$ cat config.mk
export PLATFORM = sky130hd
export DESIGN_NAME = sram_burst_reader
export DESIGN_NICKNAME = d
export VERILOG_FILES = /design/src/rtl/srd_pkg.sv /design/src/rtl/srd_sclk_gen.sv /design/src/rtl/srd_hdr_tx.sv /design/src/rtl/srd_rx_pack.sv /design/src/rtl/sram_burst_reader.sv
export SDC_FILE = /design/constraint.sdc
export NUM_CORES = 1
export LEC_CHECK = 0
export BUFFER_PORTS_ARGS = -buffer_cell sky130_fd_sc_hd__buf_2
export CAP_MARGIN = 20
export CORE_MARGIN = 4
export CORE_UTILIZATION = 46
export CTS_BUF_LIST = sky130_fd_sc_hd__clkbuf_4
export CTS_CLUSTER_DIAMETER = 50
export CTS_CLUSTER_SIZE = 40
export DETAILED_ROUTE_END_ITERATION = 10
export HOLD_SLACK_MARGIN = 0.12
export PLACE_DENSITY = 0.68
export REMOVE_ABC_BUFFERS = 1
export SLEW_MARGIN = 20
export SYNTH_ARGS = -nofsm -noshare
export SYNTH_HDL_FRONTEND = slang
export SYNTH_SLANG_ARGS = --single-unit
export TNS_END_PERCENT = 50
$ cat constraint.sdc
create_clock -name clk -period 2.4 [get_ports clk]
set_input_delay 0.12 -clock clk [delete_from_list [all_inputs] [get_ports clk]]
set_output_delay 0.12 -clock clk [all_outputs]
set_load 0.03 [all_outputs]
$ cat src/rtl/srd_pkg.sv
package srd_pkg;
  typedef enum logic [1:0] {BUS_X1 = 2'd0, BUS_X2 = 2'd1, BUS_X4 = 2'd2, BUS_RSVD = 2'd3} bus_mode_e;
  typedef enum logic [2:0] {ST_IDLE, ST_HDR, ST_DUMMY, ST_DATA, ST_TAIL} rd_state_e;

  localparam logic [7:0] RD_CMD = 8'h03;

  function automatic bus_mode_e norm_mode(input logic [1:0] m);
    return (m == 2'd3) ? BUS_X1 : bus_mode_e'(m);
  endfunction

  function automatic logic [5:0] hdr_clocks(input bus_mode_e m);
    case (m)
      BUS_X2:  return 6'd16;
      BUS_X4:  return 6'd8;
      default: return 6'd32;
    endcase
  endfunction

  function automatic logic [5:0] dummy_clocks(input bus_mode_e m);
    case (m)
      BUS_X2:  return 6'd4;
      BUS_X4:  return 6'd2;
      default: return 6'd0;
    endcase
  endfunction

  function automatic logic [3:0] beats_per_byte(input bus_mode_e m);
    case (m)
      BUS_X2:  return 4'd4;
      BUS_X4:  return 4'd2;
      default: return 4'd8;
    endcase
  endfunction

  function automatic logic [3:0] lane_mask(input bus_mode_e m);
    case (m)
      BUS_X2:  return 4'b0011;
      BUS_X4:  return 4'b1111;
      default: return 4'b0001;
    endcase
  endfunction
endpackage

$ cat src/rtl/srd_sclk_gen.sv
module srd_sclk_gen #(
  parameter int DIV = 2
) (
  input  logic clk,
  input  logic rst_n,
  input  logic run,
  input  logic hold,
  output logic sclk,
  output logic rise_t,
  output logic fall_t
);
  localparam int CW = (DIV > 1) ? $clog2(DIV) : 1;

  logic [CW-1:0] cnt;
  logic          wrap;

  assign wrap   = (cnt == CW'(DIV - 1));
  assign rise_t = run & ~hold & wrap & ~sclk;
  assign fall_t = run & ~hold & wrap & sclk;

  always_ff @(posedge clk or negedge rst_n) begin
    if (!rst_n) begin
      cnt  <= '0;
      sclk <= 1'b0;
    end else if (!run) begin
      cnt  <= '0;
      sclk <= 1'b0;
    end else if (!hold) begin
      if (wrap) begin
        cnt  <= '0;
        sclk <= ~sclk;
      end else begin
        cnt <= cnt + 1'b1;
      end
    end
  end
endmodule

$ cat src/rtl/srd_hdr_tx.sv
module srd_hdr_tx
  import srd_pkg::*;
#(
  parameter int ADDR_W = 17
) (
  input  logic              clk,
  input  logic              rst_n,
  input  logic              load,
  input  logic [ADDR_W-1:0] addr,
  input  logic              shift,
  input  bus_mode_e         mode,
  output logic [3:0]        lanes_out
);
  logic [31:0] sr;

  always_ff @(posedge clk or negedge rst_n) begin
    if (!rst_n) begin
      sr <= '0;
    end else if (load) begin
      sr <= {RD_CMD, 24'(addr)};
    end else if (shift) begin
      case (mode)
        BUS_X2:  sr <= 32'({sr, 2'b00});
        BUS_X4:  sr <= 32'({sr, 4'b0000});
        default: sr <= 32'({sr, 1'b0});
      endcase
    end
  end

  always_comb begin
    case (mode)
      BUS_X2:  lanes_out = {2'b00, sr[31:30]};
      BUS_X4:  lanes_out = sr[31:28];
      default: lanes_out = {3'b000, sr[31]};
    endcase
  end
endmodule

$ cat src/rtl/srd_rx_pack.sv
module srd_rx_pack
  import srd_pkg::*;
(
  input  logic       clk,
  input  logic       rst_n,
  input  logic       clear,
  input  logic       sample,
  input  bus_mode_e  mode,
  input  logic [3:0] lanes_in,
  output logic [7:0] byte_nxt,
  output logic       last_beat
);
  logic [7:0] sr;
  logic [2:0] beat;

  assign last_beat = ({1'b0, beat} == beats_per_byte(mode) - 4'd1);

  always_comb begin
    case (mode)
      BUS_X2:  byte_nxt = 8'({sr, lanes_in[1:0]});
      BUS_X4:  byte_nxt = 8'({sr, lanes_in});
      default: byte_nxt = 8'({sr, lanes_in[0]});
    endcase
  end

  always_ff @(posedge clk or negedge rst_n) begin
    if (!rst_n) begin
      sr   <= '0;
      beat <= '0;
    end else if (clear) begin
      sr   <= '0;
      beat <= '0;
    end else if (sample) begin
      sr   <= byte_nxt;
      beat <= last_beat ? 3'd0 : beat + 3'd1;
    end
  end
endmodule

$ cat src/rtl/sram_burst_reader.sv
module sram_burst_reader
  import srd_pkg::*;
#(
  parameter int ADDR_W = 17,
  parameter int LEN_W  = 16,
  parameter int DIV    = 2
) (
  input  logic              clk,
  input  logic              rst_n,
  input  logic              req_valid,
  output logic              req_ready,
  input  logic [ADDR_W-1:0] req_addr,
  input  logic [LEN_W-1:0]  req_len,
  input  logic [1:0]        req_mode,
  output logic              busy,
  output logic              sclk,
  output logic              cs_n,
  output logic [3:0]        sio_out,
  output logic [3:0]        sio_oe,
  input  logic [3:0]        sio_in,
  output logic              out_valid,
  input  logic              out_ready,
  output logic [7:0]        out_data,
  output logic [ADDR_W-1:0] out_addr
);
  rd_state_e         state;
  bus_mode_e         mode_q;
  bus_mode_e         tx_mode;
  logic [ADDR_W-1:0] cur_addr;
  logic [LEN_W-1:0]  remain;
  logic [5:0]        cnt;
  logic              accept, run, hold, rise_t, fall_t, last_beat;
  logic [7:0]        rx_byte;

  assign req_ready = (state == ST_IDLE);
  assign busy      = (state != ST_IDLE);
  assign accept    = req_ready & req_valid;
  assign run       = busy;
  assign hold      = (state == ST_DATA) & out_valid & ~out_ready & last_beat & ~sclk;
  assign sio_oe    = (state == ST_HDR) ? lane_mask(mode_q) : 4'b0000;
  assign tx_mode   = accept ? norm_mode(req_mode) : mode_q;

  srd_sclk_gen #(.DIV(DIV)) u_clkgen (
    .clk(clk), .rst_n(rst_n), .run(run), .hold(hold),
    .sclk(sclk), .rise_t(rise_t), .fall_t(fall_t)
  );

  srd_hdr_tx #(.ADDR_W(ADDR_W)) u_hdr (
    .clk(clk), .rst_n(rst_n), .load(accept), .addr(req_addr),
    .shift(fall_t && state == ST_HDR), .mode(tx_mode), .lanes_out(sio_out)
  );

  srd_rx_pack u_rx (
    .clk(clk), .rst_n(rst_n), .clear(accept),
    .sample(rise_t && state == ST_DATA), .mode(mode_q), .lanes_in(sio_in),
    .byte_nxt(rx_byte), .last_beat(last_beat)
  );

  always_ff @(posedge clk or negedge rst_n) begin
    if (!rst_n) begin
      state     <= ST_IDLE;
      mode_q    <= BUS_X1;
      cs_n      <= 1'b1;
      cur_addr  <= '0;
      remain    <= '0;
      cnt       <= '0;
      out_valid <= 1'b0;
      out_data  <= '0;
      out_addr  <= '0;
    end else begin
      if (out_valid && out_ready) out_valid <= 1'b0;
      case (state)
        ST_IDLE: begin
          if (req_valid && req_len != '0) begin
            state    <= ST_HDR;
            mode_q   <= norm_mode(req_mode);
            cs_n     <= 1'b0;
            cur_addr <= req_addr;
            remain   <= req_len;
            cnt      <= '0;
          end
        end
        ST_HDR: begin
          if (rise_t) begin
            if (cnt == hdr_clocks(mode_q) - 6'd1) begin
              cnt   <= '0;
              state <= (dummy_clocks(mode_q) == 6'd0) ? ST_DATA : ST_DUMMY;
            end else begin
              cnt <= cnt + 6'd1;
            end
          end
        end
        ST_DUMMY: begin
          if (rise_t) begin
            if (cnt == dummy_clocks(mode_q) - 6'd1) begin
              cnt   <= '0;
              state <= ST_DATA;
            end else begin
              cnt <= cnt + 6'd1;
            end
          end
        end
        ST_DATA: begin
          if (rise_t && last_beat) begin
            out_data  <= rx_byte;
            out_valid <= 1'b1;
            out_addr  <= cur_addr;
            cur_addr  <= cur_addr + 1'b1;
            remain    <= remain - 1'b1;
            if (remain == LEN_W'(1)) state <= ST_TAIL;
          end
        end
        ST_TAIL: begin
          if (fall_t) begin
            state <= ST_IDLE;
            cs_n  <= 1'b1;
          end
        end
        default: state <= ST_IDLE;
      endcase
    end
  end
endmodule

==> results by group, run 1 <==
Place
  • Port bufs: 80
  • GP Congestion: 0.8497
  • Placed cells: between 1000 and 1500
  • Place WS: 0.06729 ns
  • Post-DP HPWL: 11660 um

GRT
  • Antenna violations before repair: 0
  • First-pass GRT wire length: 28910 um
  • GRT Overall Usage: about 22%
  • Largest net degree at the start of global routing: around 120
  • Number of global-route vias before repair: around 6000
  • Gr ovfl total: 0

Yosys
  • Area leader, netlist: dfrtp_1
  • Sequential share of the synthesized area: 43.62%
  • Synth top area share: 43.22%
  • Post-synthesis mux area share: around 5.1%
  • Area share of xor/xnor cells in the synthesized design: less than 1%
  • Cell variety after synth: 61
  • Compound-gate portion of the synthesized area: ~24%
  • Syn. warnings: 0
  • Number of synthesized flops with an enable pin: 0
  • Largest family of logic cells by synthesized area: compound AO/OA/AOI/OAI gates
  • Synth Area in Simple Gates: 19.34%
  • Adder-Cell Fraction of Synth Area: 1.896%
  • Ys flop type: dfrtp_1
  • Syn Area/Cell: ~8.6 um^2
  • Synth Instances: approximately 770
  • Synth top area cells: dfrtp_1 (43%), nand2_1 (6.7%), a22oi_1 (4.4%)
  • Ys async rst share: 100.0%
  • #FFs+latches synth: 115
  • Post-Synthesis Cell Area: 0.006600 mm^2

Worst setup path
  • Crit-path slowest cell: dfrtp_1
  • Crit path kind: flip-flop to output port
  • Critical Path AT: 2.30 ns
  • Critical Path Start Type: flip-flop
  • WP data required: 2.28 ns
  • Crit path cell chain: nor2_2 > nand3b_1 > nand2_1 > o21a_1 > ha_4 > buf_8 > o21ai_2 > buf_6
  • Critical Path Sink Type: output port
  • Reg2Reg Setup Slack: 0.05 ns
  • R2R cell count: 5
  • Crit-path max FO: 6
  • Max incr delay on CP: 0.41 ns

Power
  • NetSw: 0.0009664 W
  • Sw Share: 23.83%
  • Part of the power in combinational logic: slightly below 9%
  • Clk pwr share: between 40% and 50%
  • P_leak: 3.693 nW
  • Pint: between 0.003 and 0.004 W
  • Share of power burned in registers: around half
  • Power Dens Cells: 483.6 mW/mm^2
  • Peak supply drop: 351.8 uV

Drt
  • Routed len/inst: about 16 um
  • Met3 WL post-DR: approximately 1000 um
  • Antenna-violating nets left: 0
  • Drt first pass iters: 6
  • Met1 Wirelength: just over 8000 um
  • Uppermost layer routed: met4
  • Via-per-instance ratio: 5.830
  • Drt drc: 0
  • Total wire length: 17900 um
  • Via Count: around 6400
  • DRC violation total after the first TritonRoute iteration: about 490
  • WL met2: 8451 um

STA
  • RSZ-0062 raised after global routing: yes
  • Slew Viols, Final: 0
  • Endpoints failing hold: 0
  • Max Fclk: about 410 MHz
  • Hold Slack: 0.1855 ns
  • Clock skew: roughly 0.017 ns
  • Worst-Margin Slew: 0.6570 ns
  • Relative slew slack: 56.20%
  • Post-route minimum period: ~2.4 ns
  • Final period util: 101.0%
  • Worst setup margin: -0.02306 ns
  • Setup TNS: -0.02306 ns
  • Endpoints failing setup: 1

Floorplanning
  • Total core area: 0.01399 mm^2
  • I/O pin count: slightly above 80
  • Die width: 127.8 um
  • Initial Util: 47.18%
  • Die area: about 0.016 mm^2
  • FP Rows: 43
  • Die height: around 130 um

Clock network
  • Worst-Skew Late Latency: 0.53 ns
  • TritonCTS clock tree: yes
  • Clock Sink Count: around 120
  • Clock transition at path regs: 0.11 ns
  • Max clock buf depth: 2
  • TritonCTS buffer count: 17
  • H-Tree Depth: 4
  • Clk root buf: clkbuf_4

Flow run
  • Max_cap viols: 0

Cells and area
  • P&R area growth vs syn: 27.03%
  • Finished Layout Cells: around 1100
  • Fillers: 1233
  • Final core occ: 59.94%
  • Final nets: 957
  • Fraction of layout cells with a size suffix above 1: 24.75%
  • Ant. Diodes: 0

Status
  • Status: finished with violations
  • Violations in the final reports: negative setup slack

Worst hold path
  • Hold Crit Class: input pin to async pin
[stage by stage]
step                total power (W)  cell area, um^2
floorplan                  0.002154             6350
global placement           0.002293             7375
detailed placement         0.002303             7375
CTS                        0.004097             8322
global route               0.004240             8384
finish                     0.004055             8384
[final timing paths]
kind                              start            to
min reg2reg                out_addr[15]  out_addr[15]
max in group asynchronous         rst_n     mode_q[1]
min in group clk              sio_in[0]   out_data[0]
min                               rst_n  cur_addr[12]
max reg2reg                  remain[13]      state[0]
max                            state[1]    sio_out[0]
[logic make-up (layout without fill, tap and decap cells)]
group | count (synthesis) | in the layout
AND/OR/NAND/NOR | 274 | 274
AO/OA/AOI/OAI | 254 | 254
flip-flops | 115 | 115
buffers and inverters | 76 | 226
multiplexers | 31 | 31
adder cells (fa/ha/maj) | 10 | 10
XOR/XNOR | 7 | 7
[final cells by class]
type                    count  area (um^2)  area share, %
clock inverters            12        186.4          2.224
clock buffers              20        150.1          1.791
repair buffers            177         1341          16.00
well taps                 180        225.2          2.686
inverters                  17        63.81         0.7611
multi-input cells         576         3537          42.19
flip-flops and latches    115         2880          34.35
[what timing repair did]
action / in CTS / in global routing
hold endpoints to repair: 177 / 0
cloned: 1 / 0
buffers inserted: 11 / 3
hold buffers: 43 / 0
pin swaps: 9 / 11
setup endpoints to repair: 4 / 28
resized for setup: 22 / 16
[cell usage after synthesis, types with 4 or more instances]
cell,n
a211oi_1,4
a21oi_1,58
nor2b_1,6
o21ai_1,25
dfrtp_1,114
and3_1,9
a31oi_1,18
o2bb2ai_1,5
clkbuf_1,47
o211ai_1,7
mux2i_1,9
a31o_2,9
buf_2,5
nor3_1,15
o22ai_1,5
or3_1,5
nor3b_1,5
a22oi_1,39
mux2_2,22
buf_4,4
nor4_1,6
nor2_1,61
o21ai_0,57
nand2_1,118
and2_1,4
xor2_1,4
nand2b_1,7
nand3_1,14
ha_1,10
or4_1,8
inv_1,17
nand4_1,5
[state kept, by name, summed over array words and instances, names as in the netlist]
name,count
out_addr,17
u_hdr.sr,32
cnt,6
state,3
cur_addr,17
u_clkgen.sclk,1
cs_n,1
u_clkgen.cnt,1
out_valid,1
mode_q,2
u_rx.beat,3
remain,16
u_rx.sr,7
out_data,8
[worst max-delay path: cells and delay by family (launching register included)]
family / cells / cell delay (ns)
AND/OR/NAND/NOR: 3 / 0.51
flip-flops: 1 / 0.41
AO/OA/AOI/OAI: 2 / 0.35
buffers and inverters: 2 / 0.27
adder cells (fa/ha/maj): 1 / 0.23
[metal layers]
metal  global-route usage, %  vias up
met3                   5.250       28
met4                   7.553        0
met5                       0        -
met1                   29.60     3081
li1                        -     3063
met2                   34.41      223
[layout by cell type (no fill, tap or decap), types with 6 or more instances in the layout]
cell and count:
nand2_1 118, dfrtp_1 113, buf_2 75, a21oi_1 58
nor2_1 58, o21ai_0 54, buf_4 47, dlygate4sd3_1 43
a22oi_1 36, o21ai_1 26, mux2_2 22, clkbuf_4 20
a31oi_1 17, nor3_1 15, inv_1 15, nand3_1 14
mux2i_1 9, and3_1 9, a31o_2 9, or4_1 8
nand2b_1 7, o211ai_1 7, ha_1 7, nor4_1 6
nor2b_1 6, buf_6 6
[power groups by stage]
| stage | Sequential [W] | Clock (W) | Combinational, W |
|---|---|---|---|
| after floorplan | 0.00203 | 0 | 0.000123 |
| after global placement | 0.00204 | 0 | 0.000256 |
| after detailed placement | 0.00204 | 0 | 0.000264 |
| after CTS | 0.00200 | 0.00174 | 0.000349 |
| after global routing | 0.00201 | 0.00184 | 0.000390 |
| final | 0.00200 | 0.00170 | 0.000353 |
Power figures use the tool's default switching activity.
==> run 2: changes to the inputs <==
--- a/config.mk
+++ b/config.mk
@@ -6,15 +6,15 @@
 export NUM_CORES = 1
 export LEC_CHECK = 0
 export BUFFER_PORTS_ARGS = -buffer_cell sky130_fd_sc_hd__buf_2
-export CAP_MARGIN = 20
+export CAP_MARGIN = 0
 export CORE_MARGIN = 4
-export CORE_UTILIZATION = 46
+export CORE_UTILIZATION = 45
 export CTS_BUF_LIST = sky130_fd_sc_hd__clkbuf_4
 export CTS_CLUSTER_DIAMETER = 50
 export CTS_CLUSTER_SIZE = 40
 export DETAILED_ROUTE_END_ITERATION = 10
 export HOLD_SLACK_MARGIN = 0.12
-export PLACE_DENSITY = 0.68
+export PLACE_DENSITY = 0.67
 export REMOVE_ABC_BUFFERS = 1
 export SLEW_MARGIN = 20
 export SYNTH_ARGS = -nofsm -noshare
==> run 2 against run 1 <==
Sequential power is essentially flat; first-iteration DRC count grew 1.6%; via count is 0.78% higher; hold slack worse by 0.039 ns; critical path depth is 2 higher; highest routed layer unchanged; core utilization about the same; wire length up 4.0%; global-route usage is 0.74 points higher; cell count is essentially flat; the run still ends with negative setup slack left; sequential share of layout area shrank 0.26 points.
==> results by group, run 2 (same netlist as run 1, synthesis figures left out) <==
STA
  • Relative slew slack: a little under three fifths
  • RSZ-0062 raised after global routing: yes
  • Max Fclk: around 400 MHz
  • Endpoints failing hold: 0
  • Worst-Margin Slew: roughly 0.64 ns
  • Post-route minimum period: 2.494 ns
  • Final period util: 103.9%
  • Endpoints failing setup: 4
  • Setup TNS: -0.2122 ns
  • Clock skew: 0.01370 ns
  • Worst setup margin: -0.09379 ns
  • Slew Viols, Final: 0

Drt
  • Via-per-instance ratio: 5.870
  • Routed len/inst: around 17 um
  • Via Count: 6445
  • DRC violation total after the first TritonRoute iteration: 494
  • Drt first pass iters: 5
  • Drt drc: 0
  • Total wire length: between 15000 and 20000 um
  • Antenna-violating nets left: 0

Clock network
  • Clk root buf: clkbuf_4
  • Clock Sink Count: 115
  • TritonCTS clock tree: yes
  • H-Tree Depth: 4
  • Max clock buf depth: 2
  • Clock transition at path regs: 0.10 ns
  • TritonCTS buffer count: 17
  • Worst-Skew Late Latency: approximately 0.54 ns

Place
  • Place WS: 0.02113 ns
  • GP Congestion: 0.8814
  • Post-DP HPWL: 12040 um
  • Port bufs: 80

Cells and area
  • Fraction of layout cells with a size suffix above 1: 24.32%
  • Most frequent cells in the layout: nand2_1 (118), dfrtp_1 (114), buf_2 (75)
  • Largest Register: u_hdr.sr
  • Final nets: 957
  • Number of flip-flops in the largest register: 32
  • Most common cell after layout, fill and taps aside: nand2_1
  • Final core occ: about three fifths
  • P&R area growth vs syn: 27.94%
  • Top Registers: u_hdr.sr (32), cur_addr (17), out_addr (17)

Worst setup path
  • Reg2Reg Setup Slack: -0.03 ns
  • Critical Path Start Type: flip-flop
  • RR Startpoint: state[1]
  • WP data required: 2.28 ns
  • R2R cell count: 12
  • R2r endpoint: u_hdr.sr[2]
  • Critical Path Sink Type: output port
  • Crit path kind: flip-flop to output port
  • Crit path from: state[1]
  • Crit-path max FO: 5
  • Critical Path AT: 2.37 ns

Power
  • NetSw: 0.0009825 W
  • Clk pwr share: 41.5%
  • Share of power burned in registers: between 40% and 50%
  • Sw Share: 24.12%
  • Peak supply drop: between 500 and 600 uV
  • P_leak: ~3.7 nW
  • Part of the power in combinational logic: under 10%
  • Pint: between 0.003 and 0.004 W
  • Total Power: slightly above 0.004 W
  • Power Dens Cells: 482.4 mW/mm^2

GRT
  • First-pass GRT wire length: 30460 um
  • GRT Overall Usage: a little under a quarter
  • Number of global-route vias before repair: 6116
  • Gr ovfl total: 0
  • Largest net degree at the start of global routing: 46
  • Antenna violations before repair: 1

Floorplanning
  • Die width: 129.1 um
  • Total core area: 0.01410 mm^2
  • Die area: 0.01667 mm^2
  • FP Rows: 43
  • Die height: 129.1 um
  • I/O pin count: 81
  • Initial Util: 46.82%

Flow run
  • Max_cap viols: 0

Status
  • Violations in the final reports: negative setup slack
  • Status: finished with violations

Worst hold path
  • Hold Crit Class: input pin to async pin
==> run 2: area by class of cell <==
class | instances | area, um^2
fillers | 1198 | 5652
multi-input cells | 576 | 3536
flip-flops and latches | 115 | 2879
repair buffers | 177 | 1406
well taps | 180 | 225.2
clock inverters | 13 | 188.9
clock buffers | 19 | 142.6
inverters | 17 | 63.81
diodes | 1 | 2.502
==> run 2: per-layer routing <==
| metal | wire, um | track usage (%) | up-vias |
|---|---|---|---|
| li1 | - | - | 3060 |
| met1 | 8405 | 31.28 | 3110 |
| met2 | 8840 | 35.73 | 248 |
| met3 | 1006 | 4.411 | 27 |
| met4 | 359 | 7.412 | 0 |
| met5 | 0 | 0 | - |
==> run 2: critical path, cell delays in order, from the launching register on <==
cell and delay [ns]:
dfrtp_1 0.41, nor2_2 0.13, nand3b_1 0.23, nand2_1 0.14, o21a_1 0.21, inv_2 0.06, ha_4 0.17, buf_12 0.12
a22oi_2 0.14, o21ai_2 0.08, buf_6 0.14
==> run 2: metrics by stage <==
step	cells	cell area, um^2	hold WS, ns
after detailed placement	1009	7375	0.07701
after global placement	1009	7375	0.07698
after floorplan	708	6350	-0.1756
final	1098	8444	0.1461
after global routing	1098	8444	0.1387
after CTS	1092	8330	0.1220
==> run 2: power groups by stage <==
| stage | Clock [W] | Sequential, W | Combinational (W) |
|---|---|---|---|
| 2_1_floorplan | 0 | 0.00203 | 0.000123 |
| 3_3_place_gp | 0 | 0.00204 | 0.000263 |
| 3_5_place_dp | 0 | 0.00204 | 0.000271 |
| 4_1_cts | 0.00173 | 0.00200 | 0.000372 |
| 5_1_grt | 0.00181 | 0.00201 | 0.000418 |
| 6_report | 0.00169 | 0.00200 | 0.000378 |
==> run 2: worst max path at each step <==
stage | end | cells past startpoint
finish | sio_out[0] | 10
floorplan | cur_addr[5] | 5
CTS | sio_out[0] | 10
global route | sio_out[1] | 10
global placement | state[0] | 5
detailed placement | cnt[1] | 7
==> run 2: repair_timing <==
item / in CTS / in global routing
hold endpoints to repair: 176 / 0
setup endpoints to repair: 4 / 36
hold buffers: 44 / 0
pin swaps: 9 / 6
gates cloned: 3 / 0
setup buffers: 5 / 5
resized for setup: 14 / 22
==> run 3: changes to the inputs <==
--- a/config.mk
+++ b/config.mk
@@ -8,13 +8,13 @@
 export BUFFER_PORTS_ARGS = -buffer_cell sky130_fd_sc_hd__buf_2
 export CAP_MARGIN = 0
 export CORE_MARGIN = 4
-export CORE_UTILIZATION = 45
+export CORE_UTILIZATION = 55
 export CTS_BUF_LIST = sky130_fd_sc_hd__clkbuf_4
 export CTS_CLUSTER_DIAMETER = 50
 export CTS_CLUSTER_SIZE = 40
 export DETAILED_ROUTE_END_ITERATION = 10
 export HOLD_SLACK_MARGIN = 0.12
-export PLACE_DENSITY = 0.67
+export PLACE_DENSITY = 0.79
 export REMOVE_ABC_BUFFERS = 1
 export SLEW_MARGIN = 20
 export SYNTH_ARGS = -nofsm -noshare
==> run 3 against run 2 <==
The flow still finishes with violations (negative setup slack); wire length is 3.6% higher; setup slack worse by 0.17 ns; via count is 4.8% higher; sequential power hardly changed; highest routed layer unchanged.
==> results by group, run 3 (same netlist as run 1, synthesis figures left out) <==
Status
  • Status: finished with violations
  • Violations in the final reports: negative setup slack

Place
  • Placed Area: 0.007351 mm^2
  • Post-DP HPWL: roughly 12000 um
  • Place WS: 0.03080 ns
  • Placed cells: 975
  • GP Congestion: ~0.91
  • Port bufs: 80

Cells and area
  • Sequential cell area: between 0.002 and 0.003 mm^2
  • Number of flip-flops in the largest register: 32
  • Most frequent cells in the layout: nand2_1 (118), dfrtp_1 (114), buf_2 (75)
  • Fraction of layout cells with a size suffix above 1: between 20 and 30%
  • Finished Layout Cells: 1070
  • Top Registers: u_hdr.sr (32), cur_addr (17), out_addr (17)
  • Largest Register: u_hdr.sr
  • Final nets: between 900 and 1000
  • Fillers: just over 800
  • Most common cell after layout, fill and taps aside: nand2_1
  • P&R area growth vs syn: 27.83%
  • Multi-input logic area: roughly 0.0035 mm^2
  • Final instance area: approximately 0.0084 mm^2

Worst setup path
  • Critical Path Start Type: flip-flop
  • R2R cell count: 11
  • R2r endpoint: u_hdr.sr[2]
  • Critical Path Sink Type: output port
  • Max incr delay on CP: 0.41 ns
  • RR Startpoint: state[1]
  • Crit path kind: flip-flop to output port
  • Reg2Reg Setup Slack: 0 ns
  • Crit path cell chain: nor2_2 > nand3b_1 > o21a_2 > ha_4 > buf_12 > nand2_1 > o21ai_1 > buf_4
  • WP data required: 2.28 ns
  • Crit-path slowest cell: dfrtp_1
  • Crit-path max FO: 17
  • Critical Path AT: around 2.6 ns
  • Crit path from: state[1]
  • Setup crit end: sio_out[0]

Clock network
  • TritonCTS buffer count: 17
  • Clk root buf: clkbuf_4
  • H-Tree Depth: 4
  • Clock Sink Count: 115
  • Worst-Skew Late Latency: around 0.55 ns
  • Max clock buf depth: 2
  • Clock transition at path regs: 0.10 ns
  • TritonCTS clock tree: yes

STA
  • Endpoints failing setup: 5
  • RSZ-0062 raised after global routing: yes
  • Endpoints failing hold: 0
  • Worst-Margin Slew: 0.5916 ns
  • Post-route minimum period: 2.667 ns
  • Hold Slack: roughly 0.34 ns
  • Relative slew slack: 60.46%
  • Final period util: 111.1%
  • Worst setup margin: -0.2674 ns
  • Max Fclk: 374.9 MHz
  • Slew Viols, Final: 0
  • Clock skew: about 0.015 ns

Drt
  • Drt drc: 0
  • Total wire length: 19270 um
  • Routed len/inst: 18.01 um
  • Antenna-violating nets left: 0
  • Drt first pass iters: 6
  • DRC violation total after the first TritonRoute iteration: 817
  • Via Count: 6755
  • Via-per-instance ratio: 6.313

Floorplanning
  • Initial Util: 57.07%
  • Die height: 117.5 um
  • Die width: 117.5 um
  • I/O pin count: between 80 and 90
  • Total core area: ~0.012 mm^2
  • FP Rows: 39
  • Die area: 0.01382 mm^2

Power
  • P_leak: 3.754 nW
  • Clk pwr share: 38.4%
  • NetSw: 0.0009896 W
  • Share of power burned in registers: 51.6%
  • Power Dens Cells: 460.6 mW/mm^2
  • Sw Share: roughly a quarter
  • Total Power: 0.003886 W
  • Peak supply drop: 279.9 uV
  • Pint: approximately 0.0029 W
  • Part of the power in combinational logic: 10.0%

GRT
  • Number of global-route vias before repair: 6263
  • GRT Overall Usage: between 20% and 30%
  • Antenna violations before repair: 1
  • Gr ovfl total: 0
  • First-pass GRT wire length: between 30000 and 40000 um
  • Largest net degree at the start of global routing: 44

Worst hold path
  • Hold Crit Class: input pin to flip-flop
  • Worst Hold Depth: 4

Flow run
  • Max_cap viols: 0
-- run 3: critical path: cells and delay by family (launching register included) --
family          cells  cell delay (ns)
buf+inv             2             0.33
compound gates      2             0.46
flops               1             0.41
simple gates        3             0.51
fa+ha+maj           1             0.31
-- run 3: final cells by class --
cell class              instances  share of cell area (%)
repair buffers                186                   17.57
clock inverters                12                   1.646
flip-flops and latches        115                   34.12
multi-input cells             576                   41.97
inverters                      17                  0.7563
well taps                     143                   2.121
clock buffers                  20                   1.780
diodes                          1                 0.02966
-- run 3: worst min path at each step --
stage / startpoint / end
after floorplan: rst_n / cnt[0]
after global placement: rst_n / remain[2]
after detailed placement: rst_n / out_addr[10]
after CTS: req_addr[0] / u_hdr.sr[0]
after global routing: sio_in[0] / out_data[0]
final: req_addr[0] / u_hdr.sr[0]
-- run 3: power groups by stage --
stage          clock network [W]  logic, W  registers (W)
6_report                 0.00149  0.000388        0.00201
4_1_cts                  0.00151  0.000360        0.00200
3_5_place_dp                   0  0.000268        0.00204
5_1_grt                  0.00159  0.000423        0.00201
3_3_place_gp                   0  0.000261        0.00204
2_1_floorplan                  0  0.000123        0.00203
-- run 3: per-stage QoR --
stage | util [%] | TNS (ns)
2_1_floorplan | - | -114.06
3_3_place_gp | 63.56 | 0
3_5_place_dp | 63.56 | 0
4_1_cts | 71.41 | -0.4945
5_1_grt | 72.95 | -1.945
6_report | 72.95 | -0.7058
-- run 3: metal layers --
layer | vias to the layer above | track usage [%] | wire length [um]
li1 | 3084 | - | -
met1 | 3237 | 34.81 | 7756
met2 | 375 | 44.47 | 9511
met4 | 0 | 10.62 | 545
met5 | - | 0 | 0
met3 | 59 | 5.911 | 1459
-- run 3: repair_timing --
action | CTS | global route
resized for setup | 17 | 32
endpoints found under the hold margin | 175 | 0
buffers inserted | 5 | 10
pin swaps | 11 | 14
gates cloned | 2 | 1
setup endpoints to repair | 4 | 41
hold buffers | 45 | 0
